<file path="src/rtl/rtc_tick_pkg.sv">
package rtc_tick_pkg;

    typedef enum logic [1:0] {
        REG_CTRL     = 2'd0,
        REG_COUNT    = 2'd1,
        REG_IRQ_EN   = 2'd2,
        REG_IRQ_FLAG = 2'd3
    } reg_addr_e;

    localparam int unsigned CTRL_RUN_BIT = 0;
    localparam int unsigned CTRL_CLR_BIT = 1;

endpackage

</file>
<file path="src/rtl/rtc_tick_counter.sv">
module rtc_tick_counter #(
    parameter int unsigned CNT_W = 8,
    parameter int unsigned N_TAP = 4,
    parameter logic [N_TAP-1:0][$clog2(CNT_W)-1:0] TAP_SEL = {3'd7, 3'd6, 3'd4, 3'd2}
) (
    input  logic             clk_i,
    input  logic             rst_ni,
    input  logic             adv_i,
    input  logic             clr_i,
    output logic [CNT_W-1:0] cnt_o,
    output logic [N_TAP-1:0] tap_fall_o
);
    localparam logic [CNT_W-1:0] ONE = {{(CNT_W-1){1'b0}}, 1'b1};

    typedef struct packed {
        logic [CNT_W-1:0] cnt;
    } cnt_state_t;

    cnt_state_t st_d, st_q;
    logic       step;

    always_comb begin
        st_d = st_q;
        step = 1'b0;
        if (clr_i) begin
            st_d.cnt = '0;
        end else if (adv_i) begin
            st_d.cnt = st_q.cnt + ONE;
            step     = 1'b1;
        end
    end

    // per-tap falling edge: bit is 1 now and 0 in the next count
    for (genvar g = 0; g < N_TAP; g++) begin : g_tap
        assign tap_fall_o[g] = step & st_q.cnt[TAP_SEL[g]] & ~st_d.cnt[TAP_SEL[g]];
    end

    always_ff @(posedge clk_i or negedge rst_ni) begin
        if (!rst_ni) st_q <= '0;
        else         st_q <= st_d;
    end

    assign cnt_o = st_q.cnt;

endmodule

</file>
<file path="src/rtl/rtc_tick_irq.sv">
module rtc_tick_irq #(
    parameter int unsigned N_TAP = 4
) (
    input  logic             clk_i,
    input  logic             rst_ni,
    input  logic [N_TAP-1:0] set_i,
    input  logic [N_TAP-1:0] clr_i,
    input  logic [N_TAP-1:0] en_i,
    output logic [N_TAP-1:0] flags_o,
    output logic             irq_o
);
    typedef struct packed {
        logic [N_TAP-1:0] flags;
    } irq_state_t;

    irq_state_t st_d, st_q;

    always_comb begin
        st_d       = st_q;
        // a new event outranks a clear written in the same cycle
        st_d.flags = (st_q.flags & ~clr_i) | set_i;
    end

    always_ff @(posedge clk_i or negedge rst_ni) begin
        if (!rst_ni) st_q <= '0;
        else         st_q <= st_d;
    end

    assign flags_o = st_q.flags;
    assign irq_o   = |(st_q.flags & en_i);

endmodule

</file>
<file path="src/rtl/rtc_tick_regs.sv">
module rtc_tick_regs
    import rtc_tick_pkg::*;
#(
    parameter int unsigned DATA_W = 8,
    parameter int unsigned CNT_W  = 8,
    parameter int unsigned N_TAP  = 4
) (
    input  logic              clk_i,
    input  logic              rst_ni,
    input  logic              we_i,
    input  logic [1:0]        addr_i,
    input  logic [DATA_W-1:0] wdata_i,
    output logic [DATA_W-1:0] rdata_o,
    input  logic [CNT_W-1:0]  cnt_i,
    input  logic [N_TAP-1:0]  flags_i,
    output logic              run_o,
    output logic [N_TAP-1:0]  en_o,
    output logic              cnt_clr_o,
    output logic [N_TAP-1:0]  flag_clr_o
);
    typedef struct packed {
        logic             run;
        logic [N_TAP-1:0] en;
    } cfg_state_t;

    cfg_state_t st_d, st_q;
    reg_addr_e  sel;

    assign sel = reg_addr_e'(addr_i);

    always_comb begin
        st_d       = st_q;
        cnt_clr_o  = 1'b0;
        flag_clr_o = '0;
        if (we_i) begin
            unique case (sel)
                REG_CTRL: begin
                    st_d.run  = wdata_i[CTRL_RUN_BIT];
                    cnt_clr_o = wdata_i[CTRL_CLR_BIT];
                end
                REG_COUNT:    ;
                REG_IRQ_EN:   st_d.en    = wdata_i[N_TAP-1:0];
                REG_IRQ_FLAG: flag_clr_o = wdata_i[N_TAP-1:0];
                default:      ;
            endcase
        end
    end

    always_comb begin
        rdata_o = '0;
        unique case (sel)
            REG_CTRL:     rdata_o[CTRL_RUN_BIT] = st_q.run;
            REG_COUNT:    rdata_o[CNT_W-1:0]    = cnt_i;
            REG_IRQ_EN:   rdata_o[N_TAP-1:0]    = st_q.en;
            REG_IRQ_FLAG: rdata_o[N_TAP-1:0]    = flags_i;
            default:      rdata_o = '0;
        endcase
    end

    always_ff @(posedge clk_i or negedge rst_ni) begin
        if (!rst_ni) st_q <= '0;
        else         st_q <= st_d;
    end

    assign run_o = st_q.run;
    assign en_o  = st_q.en;

endmodule

</file>
<file path="src/rtl/rtc_tick_timer.sv">
module rtc_tick_timer #(
    parameter int unsigned DATA_W = 8,
    parameter int unsigned CNT_W  = 8,
    parameter int unsigned N_TAP  = 4,
    parameter logic [N_TAP-1:0][$clog2(CNT_W)-1:0] TAP_SEL = {3'd7, 3'd6, 3'd4, 3'd2}
) (
    input  logic              clk_i,
    input  logic              rst_ni,
    input  logic              tick_i,
    input  logic              bus_we_i,
    input  logic [1:0]        bus_addr_i,
    input  logic [DATA_W-1:0] bus_wdata_i,
    output logic [DATA_W-1:0] bus_rdata_o,
    output logic              irq_o
);
    logic             run;
    logic             cnt_clr;
    logic [N_TAP-1:0] en;
    logic [N_TAP-1:0] flag_clr;
    logic [N_TAP-1:0] flags;
    logic [N_TAP-1:0] tap_fall;
    logic [CNT_W-1:0] cnt;

    rtc_tick_regs #(
        .DATA_W (DATA_W),
        .CNT_W  (CNT_W),
        .N_TAP  (N_TAP)
    ) u_regs (
        .clk_i      (clk_i),
        .rst_ni     (rst_ni),
        .we_i       (bus_we_i),
        .addr_i     (bus_addr_i),
        .wdata_i    (bus_wdata_i),
        .rdata_o    (bus_rdata_o),
        .cnt_i      (cnt),
        .flags_i    (flags),
        .run_o      (run),
        .en_o       (en),
        .cnt_clr_o  (cnt_clr),
        .flag_clr_o (flag_clr)
    );

    rtc_tick_counter #(
        .CNT_W   (CNT_W),
        .N_TAP   (N_TAP),
        .TAP_SEL (TAP_SEL)
    ) u_counter (
        .clk_i      (clk_i),
        .rst_ni     (rst_ni),
        .adv_i      (tick_i & run),
        .clr_i      (cnt_clr),
        .cnt_o      (cnt),
        .tap_fall_o (tap_fall)
    );

    rtc_tick_irq #(
        .N_TAP (N_TAP)
    ) u_irq (
        .clk_i   (clk_i),
        .rst_ni  (rst_ni),
        .set_i   (tap_fall),
        .clr_i   (flag_clr),
        .en_i    (en),
        .flags_o (flags),
        .irq_o   (irq_o)
    );

endmodule

</file>
<file path="config.mk">
export PLATFORM = sky130hd
export DESIGN_NAME = rtc_tick_timer
export DESIGN_NICKNAME = d
export VERILOG_FILES = /design/src/rtl/rtc_tick_pkg.sv /design/src/rtl/rtc_tick_counter.sv /design/src/rtl/rtc_tick_irq.sv /design/src/rtl/rtc_tick_regs.sv /design/src/rtl/rtc_tick_timer.sv
export SDC_FILE = /design/constraint.sdc
export NUM_CORES = 1
export LEC_CHECK = 0
export BUFFER_PORTS_ARGS = -buffer_cell sky130_fd_sc_hd__buf_2
export CORE_MARGIN = 10
export CORE_UTILIZATION = 38
export DETAILED_ROUTE_END_ITERATION = 10
export PLACE_DENSITY = 0.58
export SLEW_MARGIN = 20
export SYNTH_ARGS = -nofsm -noshare
export SYNTH_HDL_FRONTEND = slang
export SYNTH_SLANG_ARGS = --single-unit
</file>
<file path="constraint.sdc">
create_clock -name clk_i -period 1.6 [get_ports clk_i]
set_input_delay 0.16 -clock clk_i [delete_from_list [all_inputs] [get_ports clk_i]]
set_output_delay 0.16 -clock clk_i [all_outputs]
set_load 0.02 [all_outputs]
</file>
==> Word-level counts from Yosys, hierarchy flattened <==
Index checks and enable logic that the tools add are counted.
{ "word_totals": {"mem_bits_rw": 0, "input_bits": 14, "rom_bits": 0, "wordCells": 42, "mem_count": 0, "latchBits": 0, "reg_bits": 17, "output_inout_bits": 9} }
{ "op_classes": {"n_reduce_logical": 5, "mux": 11, "n_eq_ne": 3, "order_cmp": 0, "div_mod_pow": 0, "addsub": 1, "shift": 0, "bitwise_logic": 17, "n_mul": 0} }
{ "ops": {"columns": ["cell", "count"], "rows": [
  ["$mux W8", 2],
  ["$mux W4", 3],
  ["$and A1 B1 Y1", 9],
  ["$pmux W3 S3", 1],
  ["$add A8 B1 Y8 const B", 1],
  ["$and A4 B4 Y4", 2],
  ["$eq A2 B2 Y1 const B", 2],
  ["$mux W1", 4],
  ["$not A1 Y1", 4],
  ["$not A4 Y4", 1],
  ["$or A4 B4 Y4", 1],
  ["$pmux W1 S4", 1],
  ["$reduce_and A2 Y1", 2],
  ["$reduce_or A4 Y1", 1],
  ["$eq A2 B1 Y1 const B", 1],
  ["$logic_not A2 Y1", 1],
  ["$reduce_bool A2 Y1", 1]
]} }

==> Logic depth before layout (Yosys ltp) <==
Gate-level depths: netlist (run 1).
{ "logic_depth": {"ltp_word": 7, "mapped_depth": 5, "depth_no_buf": 4} }

==> By module <==
Synthesis (run 1) repeated with hierarchy kept, for this count alone.
{ "hier_totals": {"hier_cells": 90, "area_unflattened_um2": 953.4} }
{ "modules_own_cells": {"columns": ["module", "cells_per_inst", "area_per_inst_um2", "seq_area_each_um2", "n_inst"], "rows": [
  ["rtc_tick_counter", 43, 414.1, 200.2, 1],
  ["rtc_tick_regs", 31, 367.9, 125.1, 1],
  ["rtc_tick_irq", 15, 165.2, 100.1, 1],
  ["rtc_tick_timer", 1, 6.3, 0.0, 1]
]} }

==> Worst setup path after synthesis (run 1) <==
No wires, ideal clock.
{ "synth_path": {"path_type": "reg2reg", "from": "register u_counter.st_q, in the netlist u_counter.cnt_o[0]", "to": "register u_counter.st_q, in the netlist u_counter.cnt_o[6]", "path_slack_ns": 0.279, "path_stages_with_launch": 5, "period_less_slack_ns": 1.321, "t_arrival_ns": 1.244, "path_cell_list": "dfrtp_1 ha_1 inv_1 or4_1 a21oi_1"} }
{ "synth_lines": {"columns": ["element", "line", "rtl"], "rows": [
  ["start, declared", "rtc_tick_counter.sv:19", "cnt_state_t st_d, st_q;"],
  ["start signal, assigned", "rtc_tick_counter.sv:40", "else st_q <= st_d;"]
]} }

==> Worst setup path after layout (run 1) <==
{ "layout_path": {"from": "register u_counter.st_q, in the netlist u_counter.cnt_o[0]", "to": "output port bus_rdata_o[0]"} }
{ "layout_between": {"elab_chain_len": 1} }
{ "layout_lines": {"columns": ["element", "line", "rtl"], "rows": [
  ["$pmux W1 S4", "rtc_tick_regs.sv:51", "unique case (sel)"],
  ["end, declared", "rtc_tick_timer.sv:13", "output logic [DATA_W-1:0] bus_rdata_o,"]
]} }
Every way passes these cells.

==> flow_metrics.py, run 1 <==
metrics = {
    "status": {
        "status": "complete, no violations",
    },
    "timing": {
        "finalCriticalPeriod_ns": 1.54,
        "post-route-period-util": 0.963,
        "worst_pin_slew_ns": 0.443,
        "final-max-slew-violation-count": 0,
        "finalSetupTns_ns": 0,
        "fin_skew_ns": 0.00269,
        "grt_setup_unrepaired": "no",
        "relSlewSlack": 0.704,
        "setup_viol": 0,
        "whs_ns": 0.120,
        "hold_violations": 0,
        "clock.fmax_mhz": 649,
    },
    "clock_network": {
        "clk_path_buf_depth": 2,
        "clk-insertion-delay-late_ns": 0.29,
        "cts_tree": "done",
        "cts-buffers-inserted": 3,
        "cts.sinks": 17,
        "path_clk_slew_ns": 0.09,
        "cts_max_level": 1,
        "cts_root_buf": "clkbuf_4",
    },
    "global_routing": {
        "gr-total-overflow": 0,
        "grt_pass1_wl_um": 3840,
        "grt_pass1_vias": 817,
        "track_usage": 0.0923,
        "antenna_found_initial": 0,
        "grt_max_degree": 18,
    },
    "critical_path": {
        "criticalPathCategory": "flip-flop to output pin",
        "ff2ff_path_depth": 4,
        "rrSetupSlack_ns": 0.13,
        "required_ns": 1.44,
        "path_buf_inv": 1,
        "path_max_fanout": 4,
        "cp.arrival_ns": 1.38,
        "slowest_stage": "mux4_1",
        "r2r-end": "u_counter.cnt_o[6]",
        "crit_path_end_kind": "output pin",
        "cp_cell_sequence": "mux4_1 > buf_2",
        "startpoint_type": "flip-flop",
        "crit_family": "multiplexers",
        "cpPeakStageDelay_ns": 0.51,
        "timing.rr.start": "u_counter.cnt_o[1]",
    },
    "power_and_ir_drop": {
        "clock_power_share": 0.196,
        "p_total_mw": 1.16,
        "vdd_drop_max_mv": 0.623,
        "leakagePower_nw": 0.521,
        "swShare": 0.341,
        "power_frac_seq": 0.515,
        "powerDensity_mw_per_mm2": 1030,
        "p_int_uw": 764,
        "p_comb_frac": 0.289,
        "p_switching_uw": 395,
    },
    "hold_path": {
        "min_from": "bus_wdata_i[3]",
        "min_to": "u_regs.en_o[3]",
        "holdCritPathClass": "primary input to flip-flop",
        "whs_path_depth": 2,
    },
    "drt": {
        "drc_errors": 0,
        "routed_via_density": 5.54,
        "drt-pass1-iter-count": 4,
        "drt-initial-drc-count": 32,
        "post_drt_wl_per_cell_um": 15.5,
        "routed_wl_um": 2200,
        "vias": 786,
        "detail-route-antenna-nets": 0,
    },
    "synth": {
        "syn_inst": 89,
        "synth_seq_area_share": 0.442,
        "synth_nets": 104,
        "yosys-mux-area-fraction": 0.131,
        "avgSynthCellArea_sq_um": 10.8,
        "synth-seq-cells": 17,
        "synth_simple_gate_area_share": 0.221,
        "yosys.cell_types.count": 33,
        "synth-adder-area-share": 0.0130,
        "synth_compound_area_frac": 0.143,
        "ys.warnings.count": 0,
        "syn-cell-area_sq_um": 963,
        "synth_top_family_by_area": "simple AND/OR/NAND/NOR gates",
        "synth_xor_area_frac": 0.0182,
    },
    "placed_design": {
        "port_buffers": 18,
        "dp_hpwl_um": 1710,
        "gp_congestion": 0.783,
        "place_inst": 135,
        "detailed_place.area_sq_mm": 0.00107,
    },
    "floorplan": {
        "num_rows": 18,
        "core_area_sq_mm": 0.00245,
        "die-width_um": 70.4,
        "die-area_sq_mm": 0.00495,
        "num_io_pins": 23,
        "die_h_um": 70.4,
        "start_util": 0.392,
    },
    "finish": {
        "postLayoutCellArea_sq_mm": 0.00113,
        "fin_nets": 128,
        "num_antenna_cells": 0,
        "syn2layout_area_growth_pct": 17.0,
        "finalNonFillerCells": 142,
        "layout-drive-gt1-share": 0.321,
    },
    "job": {
        "max_cap_violations": 0,
    },
}
[layout by cell type, fill, tap and decap left out, types with 2 or more instances in the layout]
master    Yosys  layout
o21ai_0       2       2
inv_1         2       2
buf_4         0       3
and2_1        4       4
o31ai_1       2       2
a22o_1        4       4
nand2_1      10      10
or4_1         2       2
clkbuf_4      0       3
a22oi_1       2       2
mux2_2        8       8
nor2_1        4       4
a32o_1        2       2
a21oi_1       5       5
dfrtp_1      17      16
nand3_1       4       4
xor2_1        2       2
buf_2         2      18
[sequential cells by signal, summed over array words and instances, names as in the netlist]
name and count:
u_counter.cnt_o 8, u_irq.flags_o 4, u_regs.en_o 4, u_regs.run_o 1
[worst register-to-register path: stages, from the launching register on]
cell     delay [ns]
dfrtp_1        0.41
ha_1           0.22
inv_1          0.10
or4_1          0.51
a21oi_1        0.16
[kinds of logic after synthesis]
family                     count (synthesis)
adders and majority gates                  1
and+or+nand+nor                           35
AOI/OAI and AO/OA                         19
xor gates and xnor gates                   2
buffers and inverters                      5
muxes                                     10
DFF                                       17
[per-layer routing]
metal  part of all wire  global-route usage  wire [um]
met3              0.080              0.0466        177
met2               0.47               0.153       1040
met1               0.44               0.105        971
met4             0.0036              0.0132          8
met5                  0                   0          0
[timing repair]
item                       CTS  global route
hold endpoints to repair    17             0
setup buffers                1             1
gates resized for setup      1             0
setup endpoints to repair    1             1
cloned                       0             0
hold buffers                 1             0
[final cells by class]
| cell class | instances | area [sq um] |
|---|---|---|
| inverters | 2 | 7.51 |
| multi-input cells | 67 | 507 |
| fillers | 240 | 1330 |
| repair buffers | 22 | 123 |
| flip-flops and latches | 17 | 427 |
| well taps | 30 | 37.5 |
| clock buffers | 4 | 26.3 |
[worst max-delay path by stage]
stage / from / endpoint / depth (start not counted) / slack, ns
3_3_place_gp: u_counter.cnt_o[0] / u_counter.cnt_o[6] / 4 / 0.19
3_5_place_dp: u_counter.cnt_o[1] / u_counter.cnt_o[6] / 4 / 0.15
2_1_floorplan: u_counter.cnt_o[0] / u_counter.cnt_o[6] / 4 / 0.28
5_1_grt: u_counter.cnt_o[0] / bus_rdata_o[0] / 2 / 0.002
6_report: u_counter.cnt_o[0] / bus_rdata_o[0] / 2 / 0.06
4_1_cts: u_counter.cnt_o[0] / bus_rdata_o[0] / 2 / 0.02
[stage by stage]
stage          setup slack (ns)   util
6_report                 0.0595  0.459
5_1_grt                 0.00167  0.459
4_1_cts                  0.0245  0.456
3_5_place_dp              0.155  0.438
3_3_place_gp              0.190  0.438
2_1_floorplan             0.279      -
[cells in the mapped netlist]
cell      count  area share
mux4_1        1       0.027
nor2b_1       1      0.0065
a41o_1        1       0.010
or4_1         2       0.016
clkbuf_8      1       0.014
mux2_2        8       0.094
a22oi_1       2       0.016
nand3b_1      1      0.0078
nand3_1       4       0.021
o31ai_1       2       0.016
nor4bb_2      1       0.017
nand2b_1      1      0.0065
nor4_1        1      0.0065
a22o_1        4       0.036
o21ai_0       2       0.010
mux2i_1       1       0.010
buf_2         2       0.010
inv_1         2      0.0078
or3_1         1      0.0065
and2_1        4       0.026
a21boi_0      1      0.0078
nand4_4       1       0.022
or3_2         1      0.0078
a21oi_1       5       0.026
a32o_1        2       0.021
nor3_1        1      0.0052
nand2_1      10       0.039
dfrtp_1      17        0.44
nor2_1        4       0.016
or4bb_1       1       0.012
and3_1        1      0.0065
ha_1          1       0.013
xor2_1        2       0.018
[power groups by stage]
stage / Sequential [mW] / Clock (mW) / Combinational (mW)
floorplan: 0.590 / 0 / 0.220
global placement: 0.615 / 0 / 0.297
detailed placement: 0.616 / 0 / 0.300
CTS: 0.599 / 0.239 / 0.320
global route: 0.612 / 0.260 / 0.377
finish: 0.597 / 0.227 / 0.335
(Power assumes the default switching activity.)
==> run 2, diff against run 1 <==
--- a/config.mk
+++ b/config.mk
@@ -5,11 +5,11 @@
 export SDC_FILE = /design/constraint.sdc
 export NUM_CORES = 1
 export LEC_CHECK = 0
-export BUFFER_PORTS_ARGS = -buffer_cell sky130_fd_sc_hd__buf_2
 export CORE_MARGIN = 10
 export CORE_UTILIZATION = 38
 export DETAILED_ROUTE_END_ITERATION = 10
-export PLACE_DENSITY = 0.58
+export DONT_BUFFER_PORTS = 1
+export PLACE_DENSITY = 0.5
 export SLEW_MARGIN = 20
 export SYNTH_ARGS = -nofsm -noshare
 export SYNTH_HDL_FRONTEND = slang
==> run 2 against run 1 <==
Net effect: cell count is 9.9% lower; sequential cell count is the same; design area decreased by 4.7%; via count fell by 9.0%; sequential share of layout area grew 1.7 points; die area unchanged; wire length increased by 10%; power fell by 1.3%; highest routed layer unchanged; combinational power fell by 11%; first-iteration DRC count is 6.3% higher; global-route usage is 1.0 points higher; clock power grew 3%; largest power group unchanged.
==> flow_metrics.py, run 2 (synthesis results as in run 1) <==
metrics = {
    "clock_network": {
        "cts.sinks": 17,
        "cts_tree": "done",
        "cts-buffers-inserted": 3,
        "cts_max_level": 1,
        "clk_path_buf_depth": 2,
        "path_clk_slew_ns": 0.10,
        "cts_root_buf": "clkbuf_4",
        "clk-insertion-delay-late_ns": 0.29,
    },
    "timing": {
        "post-route-period-util": 0.951,
        "relSlewSlack": 0.449,
        "worst_pin_slew_ns": 0.823,
        "fin_skew_ns": 0.00649,
        "fin_ws_ns": 0.0782,
        "finalCriticalPeriod_ns": 1.52,
        "hold_violations": 0,
        "final-max-slew-violation-count": 0,
        "finalSetupTns_ns": 0,
        "grt_setup_unrepaired": "no",
        "whs_ns": 0.0531,
        "clock.fmax_mhz": 657,
        "setup_viol": 0,
    },
    "global_routing": {
        "track_usage": 0.102,
        "grt_pass1_wl_um": 4080,
        "grt_pass1_vias": 764,
        "grt_max_degree": 18,
        "gr-total-overflow": 0,
        "antenna_found_initial": 0,
    },
    "finish": {
        "fin_nets": 114,
        "finalNonFillerCells": 128,
        "fillCellCount": 248,
        "fin_util": 0.438,
        "postLayoutCellArea_sq_mm": 0.00107,
        "mostFrequentLayoutCells": "17 x dfrtp_1, 10 x nand2_1, 8 x mux2_2, 6 x dlygate4sd3_1, 5 x a21oi_1",
        "layout_commonest_cell": "dfrtp_1",
        "largest_reg_flops": 8,
        "layout-drive-gt1-share": 0.173,
        "syn2layout_area_growth_pct": 11.6,
        "num_antenna_cells": 0,
    },
    "power_and_ir_drop": {
        "swShare": 0.350,
        "leakagePower_nw": 0.450,
        "power_frac_seq": 0.536,
        "p_switching_uw": 400,
        "powerDensity_mw_per_mm2": 1060,
        "p_int_uw": 743,
        "p_total_mw": 1.14,
        "clock_power_share": 0.204,
        "vdd_drop_max_mv": 0.544,
        "p_comb_frac": 0.260,
    },
    "placed_design": {
        "detailed_place.area_sq_um": 985,
        "place_inst": 117,
        "port_buffers": 0,
        "dp_hpwl_um": 1790,
        "dpl_worst_slack_ns": 0.145,
        "gp_congestion": 0.712,
    },
    "floorplan": {
        "start_util": 0.392,
        "die-width_um": 70.4,
        "die_h_um": 70.4,
        "num_rows": 18,
        "core_area_sq_mm": 0.00245,
        "die-area_sq_mm": 0.00495,
        "num_io_pins": 23,
    },
    "drt": {
        "vias": 715,
        "drt-initial-drc-count": 34,
        "detail-route-antenna-nets": 0,
        "routed_via_density": 5.59,
        "routed_wl_um": 2430,
        "drc_errors": 0,
        "post_drt_wl_per_cell_um": 19.0,
        "drt-pass1-iter-count": 4,
    },
    "critical_path": {
        "crit_family": "multiplexers",
        "cp.arrival_ns": 1.36,
        "cpPeakStageDelay_ns": 0.58,
        "crit_path_end_kind": "output pin",
        "startpoint_type": "flip-flop",
        "path_buf_inv": 0,
        "criticalPathCategory": "flip-flop to output pin",
        "slowest_stage": "mux4_2",
        "required_ns": 1.44,
        "cp_cell_sequence": "mux4_2",
        "path_max_fanout": 7,
    },
    "job": {
        "max_cap_violations": 0,
    },
    "status": {
        "status": "complete, no violations",
    },
    "hold_path": {
        "holdCritPathClass": "primary input to flip-flop",
    },
}
run 2: cell count changes in the layout (fill, tap and decap cells not counted):
cell           previous run  this run
mux4_2                    0         1
dlygate4sd3_1             1         6
dfrtp_2                   1         0
buf_4                     3         2
buf_2                    18         0
dfrtp_1                  16        17
mux4_1                    1         0
run 2: cell type report:
cell class / count / area (sq um) / area share
multi-input cells: 67 / 503 / 0.468
well taps: 30 / 37.5 / 0.0349
clock buffers: 4 / 26.3 / 0.0244
inverters: 2 / 7.51 / 0.00698
repair buffers: 8 / 75.1 / 0.0698
flip-flops and latches: 17 / 425 / 0.396
run 2: per-layer routing:
metal	vias up	GRT usage	part of all wire
met1	347	0.123	0.46
met4	0	0.0395	0.0078
li1	351	-	-
met2	15	0.158	0.47
met3	2	0.0410	0.056
met5	-	0	0
run 2: path summary, 6_finish.rpt:
kind | start | end | slack (ns) | cells after the start
worst max-delay path | u_regs.run_o | bus_rdata_o[0] | 0.08 | 1
worst min-delay path | bus_wdata_i[1] | u_irq.flags_o[1] | 0.05 | 2
worst max register to register | u_counter.cnt_o[0] | u_counter.cnt_o[6] | 0.13 | 4
worst min register to register | u_irq.flags_o[0] | u_irq.flags_o[0] | 0.54 | 1
max in group asynchronous | rst_ni | u_counter.cnt_o[0] | 0.69 | 1
min in group asynchronous | rst_ni | u_counter.cnt_o[6] | 0.40 | 1
run 2: power groups by stage:
stage          clock [mW]  sequential, mW  combinational (mW)
3_5_place_dp            0           0.622               0.252
4_1_cts             0.247           0.615               0.275
3_3_place_gp            0           0.616               0.247
5_1_grt             0.274           0.626               0.342
2_1_floorplan           0           0.590               0.220
6_report            0.233           0.614               0.297
run 2: repair_timing:
action / in CTS / in global routing
resized for setup: 1 / 0
hold endpoints to repair: 18 / 5
pin swaps: 0 / 0
cloned: 0 / 0
buffers inserted: 0 / 1
hold buffers: 2 / 4
endpoints found under the setup margin: 1 / 1
